### config.mk
export PLATFORM = sky130hd
export DESIGN_NAME = gpio_irq_agg
export DESIGN_NICKNAME = d
export VERILOG_FILES = /design/src/rtl/gpio_irq_pkg.sv /design/src/rtl/gpio_irq_detect.sv /design/src/rtl/gpio_irq_regs.sv /design/src/rtl/gpio_irq_bus.sv /design/src/rtl/gpio_irq_agg.sv
export SDC_FILE = /design/constraint.sdc
export NUM_CORES = 1
export LEC_CHECK = 0
export ABC_AREA = 1
export BUFFER_PORTS_ARGS = -buffer_cell sky130_fd_sc_hd__buf_2
export CORE_AREA = 5 5 204 206
export DETAILED_ROUTE_END_ITERATION = 12
export DIE_AREA = 0 0 209 211
export GPL_ROUTABILITY_DRIVEN = 0
export SKIP_CTS_REPAIR_TIMING = 1
export SLEW_MARGIN = 10
export SYNTH_ARGS = -nofsm -noshare
export SYNTH_HDL_FRONTEND = slang
export SYNTH_SLANG_ARGS = --single-unit
### constraint.sdc
create_clock -name clk -period 1.8 [get_ports clk]
set_clock_uncertainty 0.1 [all_clocks]
set_input_delay 0.36 -clock clk [delete_from_list [all_inputs] [get_ports clk]]
set_output_delay 0.36 -clock clk [all_outputs]
set_load 0.005 [all_outputs]
### src/rtl/gpio_irq_pkg.sv
`timescale 1ns/1ps
package gpio_irq_pkg;

  // {trig_level, trig_inv}
  typedef enum logic [1:0] {
    TRG_RISE = 2'b00,
    TRG_FALL = 2'b01,
    TRG_LOW  = 2'b10,
    TRG_HIGH = 2'b11
  } trig_kind_e;

  function automatic int words_for(input int pins, input int width);
    return (pins + width - 1) / width;
  endfunction

  function automatic int idx_bits(input int words);
    return (words <= 1) ? 1 : $clog2(words);
  endfunction

endpackage

### src/rtl/gpio_irq_detect.sv
`timescale 1ns/1ps
module gpio_irq_detect
  import gpio_irq_pkg::*;
#(
  parameter int NUM_PINS = 94
) (
  input  logic                clk,
  input  logic [NUM_PINS-1:0] pin_in,
  input  logic [NUM_PINS-1:0] trig_level,
  input  logic [NUM_PINS-1:0] trig_inv,
  input  logic [NUM_PINS-1:0] sense_en,
  output logic [NUM_PINS-1:0] evt
);

  // pin value seen at the previous clock, for edge detection
  logic [NUM_PINS-1:0] prev_q;

  always_ff @(posedge clk) begin
    prev_q <= pin_in;
  end

  for (genvar i = 0; i < NUM_PINS; i++) begin : g_pin
    logic hit;
    always_comb begin
      unique case (trig_kind_e'({trig_level[i], trig_inv[i]}))
        TRG_RISE: hit = pin_in[i] & ~prev_q[i];
        TRG_FALL: hit = ~pin_in[i] & prev_q[i];
        TRG_LOW:  hit = ~pin_in[i];
        default:  hit = pin_in[i];
      endcase
    end
    assign evt[i] = sense_en[i] & hit;
  end

endmodule

### src/rtl/gpio_irq_regs.sv
`timescale 1ns/1ps
module gpio_irq_regs #(
  parameter int NUM_PINS = 94
) (
  input  logic                clk,
  input  logic                rst,
  input  logic [NUM_PINS-1:0] set_v,
  input  logic [NUM_PINS-1:0] clr_v,
  input  logic [NUM_PINS-1:0] en_ld,
  input  logic [NUM_PINS-1:0] en_val,
  output logic [NUM_PINS-1:0] st_q,
  output logic [NUM_PINS-1:0] en_q,
  output logic                irq
);

  always_ff @(posedge clk) begin
    if (rst) begin
      st_q <= '0;
      en_q <= '0;
      irq  <= 1'b0;
    end else begin
      // set has priority over clear so no event is lost
      st_q <= (st_q & ~clr_v) | set_v;
      en_q <= (en_q & ~en_ld) | (en_val & en_ld);
      irq  <= |(st_q & en_q);
    end
  end

endmodule

### src/rtl/gpio_irq_bus.sv
`timescale 1ns/1ps
module gpio_irq_bus
  import gpio_irq_pkg::*;
#(
  parameter int NUM_PINS = 94,
  parameter int WORD_W   = 32,
  localparam int NWORDS  = words_for(NUM_PINS, WORD_W),
  localparam int IDX_W   = idx_bits(NWORDS),
  localparam int ADDR_W  = IDX_W + 1,
  localparam int PAD_W   = NWORDS * WORD_W
) (
  input  logic                clk,
  input  logic                rst,
  input  logic                wr_en,
  input  logic [ADDR_W-1:0]   addr,
  input  logic [WORD_W-1:0]   wdata,
  input  logic [NUM_PINS-1:0] st_q,
  input  logic [NUM_PINS-1:0] en_q,
  output logic [NUM_PINS-1:0] clr_v,
  output logic [NUM_PINS-1:0] en_ld,
  output logic [NUM_PINS-1:0] en_val,
  output logic [WORD_W-1:0]   rdata
);

  logic              sel_en;
  logic [IDX_W-1:0]  widx;
  logic [PAD_W-1:0]  st_pad;
  logic [PAD_W-1:0]  en_pad;
  logic [WORD_W-1:0] rd_word;

  assign sel_en = addr[ADDR_W-1];
  assign widx   = addr[IDX_W-1:0];
  assign st_pad = PAD_W'(st_q);
  assign en_pad = PAD_W'(en_q);

  for (genvar i = 0; i < NUM_PINS; i++) begin : g_bit
    logic hit_word;
    assign hit_word = wr_en && (widx == IDX_W'(i / WORD_W));
    assign clr_v[i]  = hit_word && !sel_en && wdata[i % WORD_W];
    assign en_ld[i]  = hit_word && sel_en;
    assign en_val[i] = wdata[i % WORD_W];
  end

  always_comb begin
    rd_word = '0;
    for (int w = 0; w < NWORDS; w++) begin
      if (widx == IDX_W'(w)) begin
        rd_word = sel_en ? en_pad[w*WORD_W +: WORD_W] : st_pad[w*WORD_W +: WORD_W];
      end
    end
  end

  always_ff @(posedge clk) begin
    if (rst) rdata <= '0;
    else     rdata <= rd_word;
  end

endmodule

### src/rtl/gpio_irq_agg.sv
`timescale 1ns/1ps
module gpio_irq_agg
  import gpio_irq_pkg::*;
#(
  parameter int NUM_PINS = 94,
  parameter int WORD_W   = 32,
  localparam int NWORDS  = words_for(NUM_PINS, WORD_W),
  localparam int IDX_W   = idx_bits(NWORDS),
  localparam int ADDR_W  = IDX_W + 1
) (
  input  logic                clk,
  input  logic                rst,
  input  logic [NUM_PINS-1:0] pin_in,
  input  logic [NUM_PINS-1:0] trig_level,
  input  logic [NUM_PINS-1:0] trig_inv,
  input  logic [NUM_PINS-1:0] sense_en,
  input  logic                wr_en,
  input  logic [ADDR_W-1:0]   addr,
  input  logic [WORD_W-1:0]   wdata,
  output logic [WORD_W-1:0]   rdata,
  output logic                irq
);

  logic [NUM_PINS-1:0] evt;
  logic [NUM_PINS-1:0] set_v;
  logic [NUM_PINS-1:0] clr_v;
  logic [NUM_PINS-1:0] en_ld;
  logic [NUM_PINS-1:0] en_val;
  logic [NUM_PINS-1:0] st_q;
  logic [NUM_PINS-1:0] en_q;

  gpio_irq_detect #(.NUM_PINS(NUM_PINS)) u_detect (
    .clk        (clk),
    .pin_in     (pin_in),
    .trig_level (trig_level),
    .trig_inv   (trig_inv),
    .sense_en   (sense_en),
    .evt        (evt)
  );

  // only enabled pins may latch status
  assign set_v = evt & en_q;

  gpio_irq_regs #(.NUM_PINS(NUM_PINS)) u_regs (
    .clk    (clk),
    .rst    (rst),
    .set_v  (set_v),
    .clr_v  (clr_v),
    .en_ld  (en_ld),
    .en_val (en_val),
    .st_q   (st_q),
    .en_q   (en_q),
    .irq    (irq)
  );

  gpio_irq_bus #(.NUM_PINS(NUM_PINS), .WORD_W(WORD_W)) u_bus (
    .clk    (clk),
    .rst    (rst),
    .wr_en  (wr_en),
    .addr   (addr),
    .wdata  (wdata),
    .st_q   (st_q),
    .en_q   (en_q),
    .clr_v  (clr_v),
    .en_ld  (en_ld),
    .en_val (en_val),
    .rdata  (rdata)
  );

endmodule

==> summary.log <==
qor: status.result_of_the_run finished with violations
qor: status.violations_in_the_final_reports negative hold slack
qor: routing.drt-initial-drc-count 1376
qor: placed_design.port_buffers 446
qor: logic_synthesis.syn_std_cell_area 0.0155 mm2
qor: clocking.numClockSinks 315
qor: layout.area_growth 32.6%
qor: clocking.clock_tree.root_cell clkbuf_16
qor: layout.seqCellArea 0.00631 mm2
qor: routing.drc 0
qor: worst_setup_path.critical_path.max_fanout 3
qor: sta.rsz0062_at_grt false
qor: logic_synthesis.synth.lib_cells_used.distinct 24
qor: routing.post_drt_wl_per_cell 16.5 um
qor: hold_path.whs_path_depth 3
qor: clocking.clock_tree.htree_level_count 2
qor: worst_setup_path.cp.arrival 1930 ps
qor: clocking.insertion_delay_of_the_later_clocked_pin_in_the_worst_skew_pair 540 ps
qor: global_routing.grt_start_max_net_pins 64
qor: sta.hold_violations 2
qor: sta.worst_relative_slew_slack 72.2%
qor: logic_synthesis.netlist.area_leader.share 40.6%
qor: power.sequential_power_share 43.0%
qor: floorplan.core_region_area 0.0395 mm2
qor: routing.detailed_routing_iteration_count_for_the_pre_antenna_repair_pass 5
qor: worst_setup_path.start_kind flop
qor: routing.postRouteWirelength 56700 um
qor: power.powerDensity 840 mW/mm2
qor: routing.count_of_antenna_violating_nets_left_after_detailed_routing 0
qor: hold_path.hold-path-endpoint u_regs.st_q[24]$_SDFF_PP0_
qor: logic_synthesis.net_count_of_the_mapped_netlist 2755
qor: routing.via_per_inst 4.97
qor: worst_setup_path.setup.reg_to_reg.worst_slack 200 ps
qor: sta.hold_ws -0.675 ps
qor: sta.worst_pin_slew 417 ps
qor: placed_design.dpl.hpwl 44200 um
qor: layout.design.final.nets 3297
qor: global_routing.grt_antenna_before_repair 10
qor: worst_setup_path.cp_data_required_time 2130 ps
qor: power.switching_share 26.0%
qor: layout.nFillCells 3943
qor: floorplan.chipWidth 209 um
qor: sta.finalMaxSlewViolations 0
qor: global_routing.grt.overflow.total 0
qor: worst_setup_path.cp-end-kind flop
qor: logic_synthesis.synth_seq_area_share 40.6%
qor: worst_setup_path.timing.setup.critical_path_class flop to flop
qor: sta.post-route-period-util 89.0%
qor: logic_synthesis.ys_top_cells_by_area dfxtp_1 41%, inv_1 13%, nand2_1 12%
qor: layout.fin_util 52.2%
qor: logic_synthesis.syn_area_per_cell 6.64 um2
qor: sta.period_minus_slack 1600 ps
qor: sta.fin_tns_setup 0 ps
qor: floorplan.fp.dieArea 0.0441 mm2
qor: power.peakVddDrop 0.681 mV
qor: floorplan.floorplan.initialDensity 39.4%
qor: sta.timing.fmax 624 MHz
qor: floorplan.io_pins 447
qor: clocking.numCtsBuffers 38
qor: routing.dr_total_vias 17100
qor: hold_path.min-delay-start sense_en[24]
qor: power.power_switching 0.00450 W
qor: logic_synthesis.netlist_instances 2341
qor: logic_synthesis.post_synth_top_area_cell dfxtp_1
qor: hold_path.kind_of_path_behind_the_tightest_hold_check input pin to flop
qor: logic_synthesis.yosysWarnings 0
qor: power.cell_internal_pwr 0.0128 W
qor: power.leakage 10.4 nW
qor: logic_synthesis.synth.ff_latch_count 315
qor: global_routing.grtUsageTotal 24.0%
qor: job.maxCapViolations 0
qor: worst_setup_path.worst-r2r-cell-count 8
qor: layout.drive_gt1_share 19.0%
qor: global_routing.number_of_global_route_vias_before_repair 15900
qor: power.share_clk_of_total_power 43.6%
qor: clocking.cts_tree done
qor: floorplan.die_y 211 um
qor: sta.setup_viol_count_final 0
qor: floorplan.row_count 73
qor: worst_setup_path.critical_path.reg2reg.endpoint u_regs.irq$_SDFF_PP0_
qor: clocking.path_clk_slew 60 ps
qor: global_routing.grt_pass1_wl 85100 um
qor: layout.multi_input_combinational_cell_area 0.00673 mm2
qor: power.p_comb_share 13.5%
qor: clocking.clock_path_buffers 3
placed cells by master, fill, tap and decap left out, types with 39 or more instances in the layout:
master	Yosys	final
buf_2	22	444
inv_1	534	534
nand2_1	490	490
o21ai_1	122	122
nor2_1	68	68
dlygate4sd3_1	0	105
dfxtp_1	315	315
o22ai_1	112	112
nand4_1	94	94
o21ai_0	255	255
clkbuf_16	0	39
a21oi_1	222	222
per-layer routing:
metal,GRT usage (%),vias up,wire [um]
met1,32.5,7723,25100
li1,-,8655,-
met3,5.61,100,4510
met2,38.7,625,25700
met4,6.57,10,1330
met5,0,-,57
stage by stage:
| stage | hold slack, ps | instance area [um2] | std cells | setup WS, ps | total power, W |
|---|---|---|---|---|---|
| after floorplan | 288 | 15500 | 2341 | 450 | 0.00869 |
| after global placement | 373 | 18300 | 3263 | 158 | 0.00964 |
| after detailed placement | 377 | 18300 | 3263 | 130 | 0.00971 |
| after CTS | -201 | 19500 | 3329 | 215 | 0.0173 |
| after global routing | 2.70 | 20600 | 3439 | 136 | 0.0181 |
| final | -0.675 | 20600 | 3440 | 197 | 0.0173 |
worst max-delay path by stage:
stage,startpoint,endpoint,slack [ps],depth (start not counted)
floorplan,addr[2],u_regs.st_q[93]$_SDFF_PP0_,450,7
global placement,addr[0],u_bus.rdata[9]$_SDFF_PP0_,160,7
detailed placement,addr[1],u_bus.rdata[9]$_SDFF_PP0_,130,9
CTS,u_bus.rdata[16]$_SDFF_PP0_,rdata[16],220,1
global route,flop,u_regs.irq$_SDFF_PP0_,140,8
finish,flop,u_regs.irq$_SDFF_PP0_,200,8
Yosys cell counts:
| library cell | instances |
|---|---|
| buf_6 | 15 |
| nor2_4 | 2 |
| buf_1 | 3 |
| o211ai_1 | 26 |
| buf_4 | 8 |
| nand3_2 | 2 |
| o21ai_0 | 255 |
| nand2_1 | 490 |
| nand2_2 | 1 |
| nand4_1 | 94 |
| inv_1 | 534 |
| dfxtp_1 | 315 |
| a21oi_1 | 222 |
| o21ai_1 | 122 |
| nand3_1 | 4 |
| inv_4 | 1 |
| inv_2 | 3 |
| nor2_1 | 68 |
| clkbuf_1 | 32 |
| nand3_4 | 2 |
| buf_2 | 22 |
| o21ai_2 | 4 |
| o22ai_1 | 112 |
| clkbuf_2 | 4 |
worst max-delay path: stages (launching register included):
cell     delay [ps]
dfxtp_1         330
nand2_1          70
nand2_1          80
nor2_1          320
nand2_1         190
nor2_1          120
nand3_1         120
nor2_1          120
nor2_1           50
cell families (layout without fill, tap and decap cells):
| logic type | count (synthesis) | after routing | share of synthesized area (%) |
|---|---|---|---|
| flops | 315 | 315 | 40.6 |
| buf+inv | 622 | 1190 | 16.2 |
| other cells | 0 | 6 | 0 |
| simple gates | 663 | 663 | 17.9 |
| compound gates | 741 | 741 | 25.3 |
power by group through the flow:
stage               registers, W  logic [W]  clock network (W)
floorplan                0.00752    0.00117                  0
global placement         0.00758    0.00206                  0
detailed placement       0.00758    0.00213                  0
CTS                      0.00743    0.00214            0.00774
global route             0.00746    0.00263            0.00799
finish                   0.00743    0.00233            0.00754
area by class of cell:
class | count | share of cell area, %
clock buffers | 53 | 5.14
diodes | 6 | 0.0729
clock inverters | 13 | 0.698
well taps | 525 | 3.19
flip-flops and latches | 315 | 30.6
multi-input cells | 1404 | 32.6
repair buffers | 586 | 17.8
inverters | 538 | 9.82
(Power assumes the default switching activity.)
